--- src/rtl/pdc_pkg.sv ---
package pdc_pkg;

  typedef enum logic [2:0] {
    DM_PASS = 3'd0,
    DM_6    = 3'd1,
    DM_8    = 3'd2,
    DM_9    = 3'd3,
    DM_10   = 3'd4,
    DM_11   = 3'd5,
    DM_12   = 3'd6,
    DM_RSVD = 3'd7
  } depth_mode_e;

  // Number of output bits for a mode; 0 means no reduction (pass-through).
  function automatic int mode_bits(input logic [2:0] m);
    case (m)
      3'd1:    return 6;
      3'd2:    return 8;
      3'd3:    return 9;
      3'd4:    return 10;
      3'd5:    return 11;
      3'd6:    return 12;
      default: return 0;
    endcase
  endfunction

endpackage

--- src/rtl/pdc_round_unit.sv ---
module pdc_round_unit #(
  parameter int IN_W  = 16,
  parameter int OUT_W = 12
) (
  input  logic [2:0]       mode,
  input  logic [IN_W-1:0]  din,
  output logic [OUT_W-1:0] dout
);
  import pdc_pkg::*;

  localparam int NMODES = 8;

  logic [OUT_W-1:0] cand [NMODES];

  // Pass-through for mode 0 and the reserved code: upper bits, truncated.
  assign cand[0] = din[IN_W-1 -: OUT_W];
  assign cand[7] = din[IN_W-1 -: OUT_W];

  // One fixed-shift rounding path per depth; the mux picks one.
  for (genvar g = 1; g < NMODES - 1; g++) begin : g_depth
    localparam int          BITS = mode_bits(3'(g));
    localparam int          SH   = IN_W - BITS;
    localparam logic [IN_W:0] HALF = (IN_W+1)'(1) << (SH - 1);
    localparam logic [IN_W:0] MAXC = ((IN_W+1)'(1) << BITS) - (IN_W+1)'(1);

    logic [IN_W:0] sum;
    logic [IN_W:0] q;
    assign sum = {1'b0, din} + HALF;
    assign q   = sum >> SH;
    assign cand[g] = (q > MAXC) ? MAXC[OUT_W-1:0] : q[OUT_W-1:0];
  end

  assign dout = cand[mode];

endmodule

--- src/rtl/pdc_clamp_unit.sv ---
module pdc_clamp_unit #(
  parameter int W = 12
) (
  input  logic [W-1:0] code,
  input  logic [W-1:0] lo,
  input  logic [W-1:0] hi,
  output logic [W-1:0] res
);
  logic [W-1:0] capped;

  always_comb begin
    capped = (code > hi) ? hi : code;
    if (lo > hi)          res = hi;       // inverted window: upper limit wins
    else if (capped < lo) res = lo;
    else                  res = capped;
  end

endmodule

--- src/rtl/px_depth_clamp.sv ---
module px_depth_clamp #(
  parameter int IN_W  = 16,
  parameter int OUT_W = 12,
  parameter int NCH   = 3
) (
  input  logic                 clk,
  input  logic                 rst_n,
  input  logic [2:0]           depth_mode,
  input  logic [NCH*OUT_W-1:0] lim_max,
  input  logic [NCH*OUT_W-1:0] lim_min,
  input  logic                 in_valid,
  output logic                 in_ready,
  input  logic [NCH*IN_W-1:0]  in_data,
  output logic                 out_valid,
  input  logic                 out_ready,
  output logic [NCH*OUT_W-1:0] out_data
);
  import pdc_pkg::*;

  localparam int CODE_BITS = NCH * OUT_W;

  logic                 s1_valid, s2_valid;
  logic [CODE_BITS-1:0] s1_code, s2_data;
  logic [CODE_BITS-1:0] rnd_code, clamp_res;
  logic                 adv1, adv2, in_fire;

  assign adv2     = !s2_valid || out_ready;
  assign adv1     = !s1_valid || adv2;
  assign in_ready = adv1;
  assign in_fire  = in_valid && adv1;

  for (genvar c = 0; c < NCH; c++) begin : g_lane
    pdc_round_unit #(.IN_W(IN_W), .OUT_W(OUT_W)) u_round (
      .mode (depth_mode),
      .din  (in_data[c*IN_W +: IN_W]),
      .dout (rnd_code[c*OUT_W +: OUT_W])
    );

    pdc_clamp_unit #(.W(OUT_W)) u_clamp (
      .code (s1_code[c*OUT_W +: OUT_W]),
      .lo   (lim_min[c*OUT_W +: OUT_W]),
      .hi   (lim_max[c*OUT_W +: OUT_W]),
      .res  (clamp_res[c*OUT_W +: OUT_W])
    );

    // proper window -> result lies inside it
    p_in_window_r7: assert property (@(posedge clk) disable iff (!rst_n)
      (s1_valid && adv2 && lim_min[c*OUT_W +: OUT_W] <= lim_max[c*OUT_W +: OUT_W])
      |=> (out_data[c*OUT_W +: OUT_W] <= $past(lim_max[c*OUT_W +: OUT_W]) &&
           out_data[c*OUT_W +: OUT_W] >= $past(lim_min[c*OUT_W +: OUT_W])));

    // inverted window -> upper limit
    p_inverted_window_r8: assert property (@(posedge clk) disable iff (!rst_n)
      (s1_valid && adv2 && lim_min[c*OUT_W +: OUT_W] > lim_max[c*OUT_W +: OUT_W])
      |=> (out_data[c*OUT_W +: OUT_W] == $past(lim_max[c*OUT_W +: OUT_W])));

    // reduced code has no bits set above the selected depth
    p_code_width_r3: assert property (@(posedge clk) disable iff (!rst_n)
      (in_fire && depth_mode >= 3'd1 && depth_mode <= 3'd6)
      |=> ((s1_code[c*OUT_W +: OUT_W] >> mode_bits($past(depth_mode))) == '0));
  end

  // Stage 1: depth reduction
  always_ff @(posedge clk) begin
    if (!rst_n) begin
      s1_valid <= 1'b0;
      s1_code  <= '0;
    end else if (adv1) begin
      s1_valid <= in_valid;
      if (in_valid) s1_code <= rnd_code;
    end
  end

  // Stage 2: per-lane clamp, output register
  always_ff @(posedge clk) begin
    if (!rst_n) begin
      s2_valid <= 1'b0;
      s2_data  <= '0;
    end else if (adv2) begin
      s2_valid <= s1_valid;
      if (s1_valid) s2_data <= clamp_res;
    end
  end

  assign out_valid = s2_valid;
  assign out_data  = s2_data;

  // stalled output holds valid and data
  p_stall_hold_r2: assert property (@(posedge clk) disable iff (!rst_n)
    (out_valid && !out_ready) |=> (out_valid && $stable(out_data)));

  // an accepted pixel is presented once the output has been drained
  p_two_cycle_r1: assert property (@(posedge clk) disable iff (!rst_n)
    in_fire ##1 out_ready |=> out_valid);

  // input is only refused when both stages are full and stalled
  p_refuse_full_r2: assert property (@(posedge clk) disable iff (!rst_n)
    !in_ready |-> (out_valid && !out_ready));

endmodule

--- config.mk ---
export PLATFORM = sky130hd
export DESIGN_NAME = px_depth_clamp
export DESIGN_NICKNAME = d
export VERILOG_FILES = /design/src/rtl/pdc_pkg.sv /design/src/rtl/pdc_round_unit.sv /design/src/rtl/pdc_clamp_unit.sv /design/src/rtl/px_depth_clamp.sv
export SDC_FILE = /design/constraint.sdc
export NUM_CORES = 1
export LEC_CHECK = 0
export ABC_AREA = 0
export BUFFER_PORTS_ARGS = -buffer_cell sky130_fd_sc_hd__buf_2
export CORE_AREA = 2 2 143 145
export CTS_CLUSTER_SIZE = 40
export DETAILED_ROUTE_END_ITERATION = 10
export DIE_AREA = 0 0 145 147
export MAX_ROUTING_LAYER = met4
export PLACE_DENSITY_LB_ADDON = 0.08
export REMOVE_ABC_BUFFERS = 1
export SETUP_SLACK_MARGIN = 0.3
export SLEW_MARGIN = 5
export SYNTH_ARGS = -nofsm -noshare
export SYNTH_HDL_FRONTEND = slang
export SYNTH_SLANG_ARGS = --single-unit
--- constraint.sdc ---
create_clock -name clk -period 4.65 [get_ports clk]
set_input_delay 0.2325 -clock clk [delete_from_list [all_inputs] [get_ports clk]]
set_output_delay 0.2325 -clock clk [all_outputs]
set_load 0.005 [all_outputs]
==> summary.md <==
| Metric | Value |
|---|---|
| Final HPWL DP | `~26000 microns` |
| Number of synthesized flops with an enable pin | `0` |
| Slowest cell on crit path | `or4_1` |
| Total grt overflow | `0` |
| CTS Sinks | `74` |
| NumNets Final | `1770` |
| Final hold viol count | `0` |
| H-tree depth | `3` |
| Crit path DAT | `4.52 ns` |
| Most used DFF post-synth | `dfxtp_1` |
| CP required | `around 5 ns` |
| Sequential area share after synthesis | `0.138` |
| Initial antenna violation count | `1` |
| Most used cell, CP | `ha_1` |
| Most common cell after layout, fill and taps aside | `buf_2` |
| CORE AREA | `about 20000 sq um` |
| Commonest cells after routing, fill and taps aside | `buf_2, nand2_1, nor2_1` |
| Syn Inst Count | `between 1000 and 1500` |
| Maxcap violations | `0` |
| CTS tree | `done` |
| Synth cell types | `81` |
| Initial DRC count | `between 800 and 900` |
| Rows | `52` |
| Area growth syn-to-layout | `12.1%` |
| Die height | `between 100 and 150 microns` |
| Setup violations, final | `0` |
| Syn Std Cell Area | `10700 sq um` |
| Crit-path max FO | `6` |
| Worst relative slew slack | `0.302` |
| Via count of the first global-routing pass | `about 11000` |
| CP peak stage delay | `approximately 0.50 ns` |
| Int Power | `between 1.5 and 2 mW` |
| Crit end category | `flip-flop` |
| Power Dens Cells | `213 nW/um^2` |
| Pleak | `roughly 5.4 nW` |
| DP Area | `between 10000 and 15000 sq um` |
| HP Class | `in -> reg` |
| Combinational power share | `0.405` |
| Critical path class | `reg -> reg` |
| Largest net degree at the start of global routing | `84` |
| Clk slew on worst S/H paths | `~0.070 ns` |
| Crit start category | `flip-flop` |
| Critical path cell sequence | `ha_1 > nand2_1 > o21a_2 > o211a_1 > a221oi_4 > buf_6 > mux2_2 > ha_1 > nand4_1 > or4_1 > a211o_1 > a21o_1 > o311a_4 > mux2_4 > o221a_1` |
| Max Clk Rate | `between 200 and 250 MHz` |
| RSZ-0062 raised after global routing | `no` |
| Post-Route WL | `about 35000 microns` |
| Gr usage total | `0.330` |
| Vias per inst | `around 6.4` |
| Design area | `12000 sq um` |
| Root buffer cell | `clkbuf_16` |
| Clk_skew | `roughly 0.015 ns` |
| Status | `finished, final reports clean` |
| Initial Utilization | `0.540` |
| Total vias in the final route | `approximately 12000` |
| Post-DRT Antenna Nets | `0` |
| GP Congestion | `roughly 0.96` |
| Final Core Density | `0.605` |
| Wire length per cell | `19.7 microns` |
| Sequential fraction of design power | `0.283` |
| Die X | `145 microns` |
| Slew @ Worst Pin | `~1.0 ns` |
| First-pass GRT wire length | `around 56000 microns` |
| NetSw | `~0.95 mW` |
| DR pass1 iterations | `5` |
| DIE AREA | `~21000 sq um` |
| Fill count | `approximately 1900` |
| Port Buf Inserts | `around 160` |
| Syn. warnings | `0` |
| Minimum clock period | `~4.3 ns` |
| Ys async rst share | `0` |
| Maximum clock insertion buffer count | `2` |
| DRC | `0` |
| Switching Share | `0.372` |
| Final TNS setup | `0 ns` |
| Clk_lat worst skew | `roughly 0.36 ns` |
| Share of cells above drive strength 1 | `0.169` |
| FF+latch count, synth | `between 70 and 80` |
| Clock group share of total power | `0.312` |
| Tcrit/Tclk final | `0.919` |
| Boundary Pins | `approximately 170` |
| Peak VDD IR | `around 0.17 mV` |
| Inserted Clock Buffers | `9` |
| Mean area per synthesized cell | `~7.4 sq um` |
| Slew Viols, Final | `0` |
-- cell type report --
type                    instances  area (sq um)  share of cell area
clock inverters                 7           103             0.00855
well taps                     270           338              0.0281
diodes                          1          2.50            0.000208
clock buffers                   9           225              0.0188
repair buffers                179           983              0.0819
flip-flops and latches         74          1480               0.124
inverters                      93           349              0.0291
multi-input cells            1163          8520               0.710
-- flip-flops by register name (all words and copies together), names as in the netlist --
signal     flops
out_valid      1
s1_valid       1
s1_code       36
out_data      36
-- critical path: cells and delay by family (launching register included) --
family	cells	cell delay [ns]
mux	2	0.67
buf+inv	1	0.19
compound gates	7	1.64
fa+ha+maj	2	0.61
flops	1	0.34
simple gates	3	0.72
-- power groups by stage --
stage	logic (mW)	registers, mW	clock network, mW
final	1.03	0.723	0.798
after global routing	1.14	0.730	0.829
after CTS	0.991	0.723	0.804
after detailed placement	0.984	0.737	0
after global placement	0.972	0.736	0
after floorplan	0.624	0.727	0
-- cells by family after synthesis --
family / count (synthesis) / synth area share
AO/OA/AOI/OAI: 417 / 0.270
buffers and inverters: 205 / 0.0769
XOR/XNOR: 72 / 0.0589
flip-flops: 74 / 0.138
AND/OR/NAND/NOR: 440 / 0.193
adder cells (fa/ha/maj): 123 / 0.144
multiplexers: 110 / 0.119
-- metal layers --
metal	share of wire	wire length, microns	track usage
met3	0.075	2650	0.0469
met5	0	0	-
met1	0.42	15000	0.409
met4	0.034	1200	0.134
met2	0.47	16500	0.543
-- cell usage after synthesis (all sizes together), types with 8 or more instances --
cell type / n / area share
and2: 8 / 0.0047
mux2i: 40 / 0.037
dfxtp: 74 / 0.14
a311oi: 8 / 0.0065
ha: 123 / 0.14
a21o: 35 / 0.025
buf: 25 / 0.013
inv: 93 / 0.033
o221a: 26 / 0.027
a221oi: 11 / 0.0096
nand3: 54 / 0.025
nand4: 44 / 0.026
xnor2: 41 / 0.034
a31oi: 22 / 0.013
clkbuf: 86 / 0.030
o221ai: 22 / 0.018
xor2: 31 / 0.025
o21ai: 79 / 0.037
a21oi: 114 / 0.054
nand2: 122 / 0.043
o211ai: 18 / 0.013
mux2: 65 / 0.072
nor2: 122 / 0.043
a211oi: 17 / 0.013
nor3: 37 / 0.017
nor2b: 17 / 0.011
-- per-stage QoR --
stage | worst slack, ns | hold slack (ns) | total power, mW | instances
6_report | 0.375 | 0.117 | 2.56 | 1796
5_1_grt | 0.266 | 0.147 | 2.70 | 1796
4_1_cts | 0.364 | 0.118 | 2.52 | 1786
3_5_place_dp | 0.346 | 0.443 | 1.72 | 1770
3_3_place_gp | 0.374 | 0.433 | 1.71 | 1770
2_1_floorplan | 0.341 | 0.334 | 1.35 | 1329
-- path summary, 6_finish.rpt --
kind / start / depth (start not counted) / slack [ns] / to
setup / recovery: s1_code[22]$_SDFFE_PN0P_ / 15 / 0.38 / out_data[20]$_SDFFE_PN0P_
hold / removal: in_valid / 3 / 0.12 / s1_valid$_SDFFE_PN0N_
setup reg to reg: s1_code[22]$_SDFFE_PN0P_ / 15 / 0.38 / out_data[20]$_SDFFE_PN0P_
hold reg to reg: s1_code[0]$_SDFFE_PN0P_ / 2 / 0.45 / s1_code[0]$_SDFFE_PN0P_
-- what timing repair did --
action	4_1_cts	5_1_grt
hold buffers	0	0
buffers inserted	0	7
endpoints found under the setup margin	0	25
resized for setup	0	21
(Power assumes the default switching activity.)
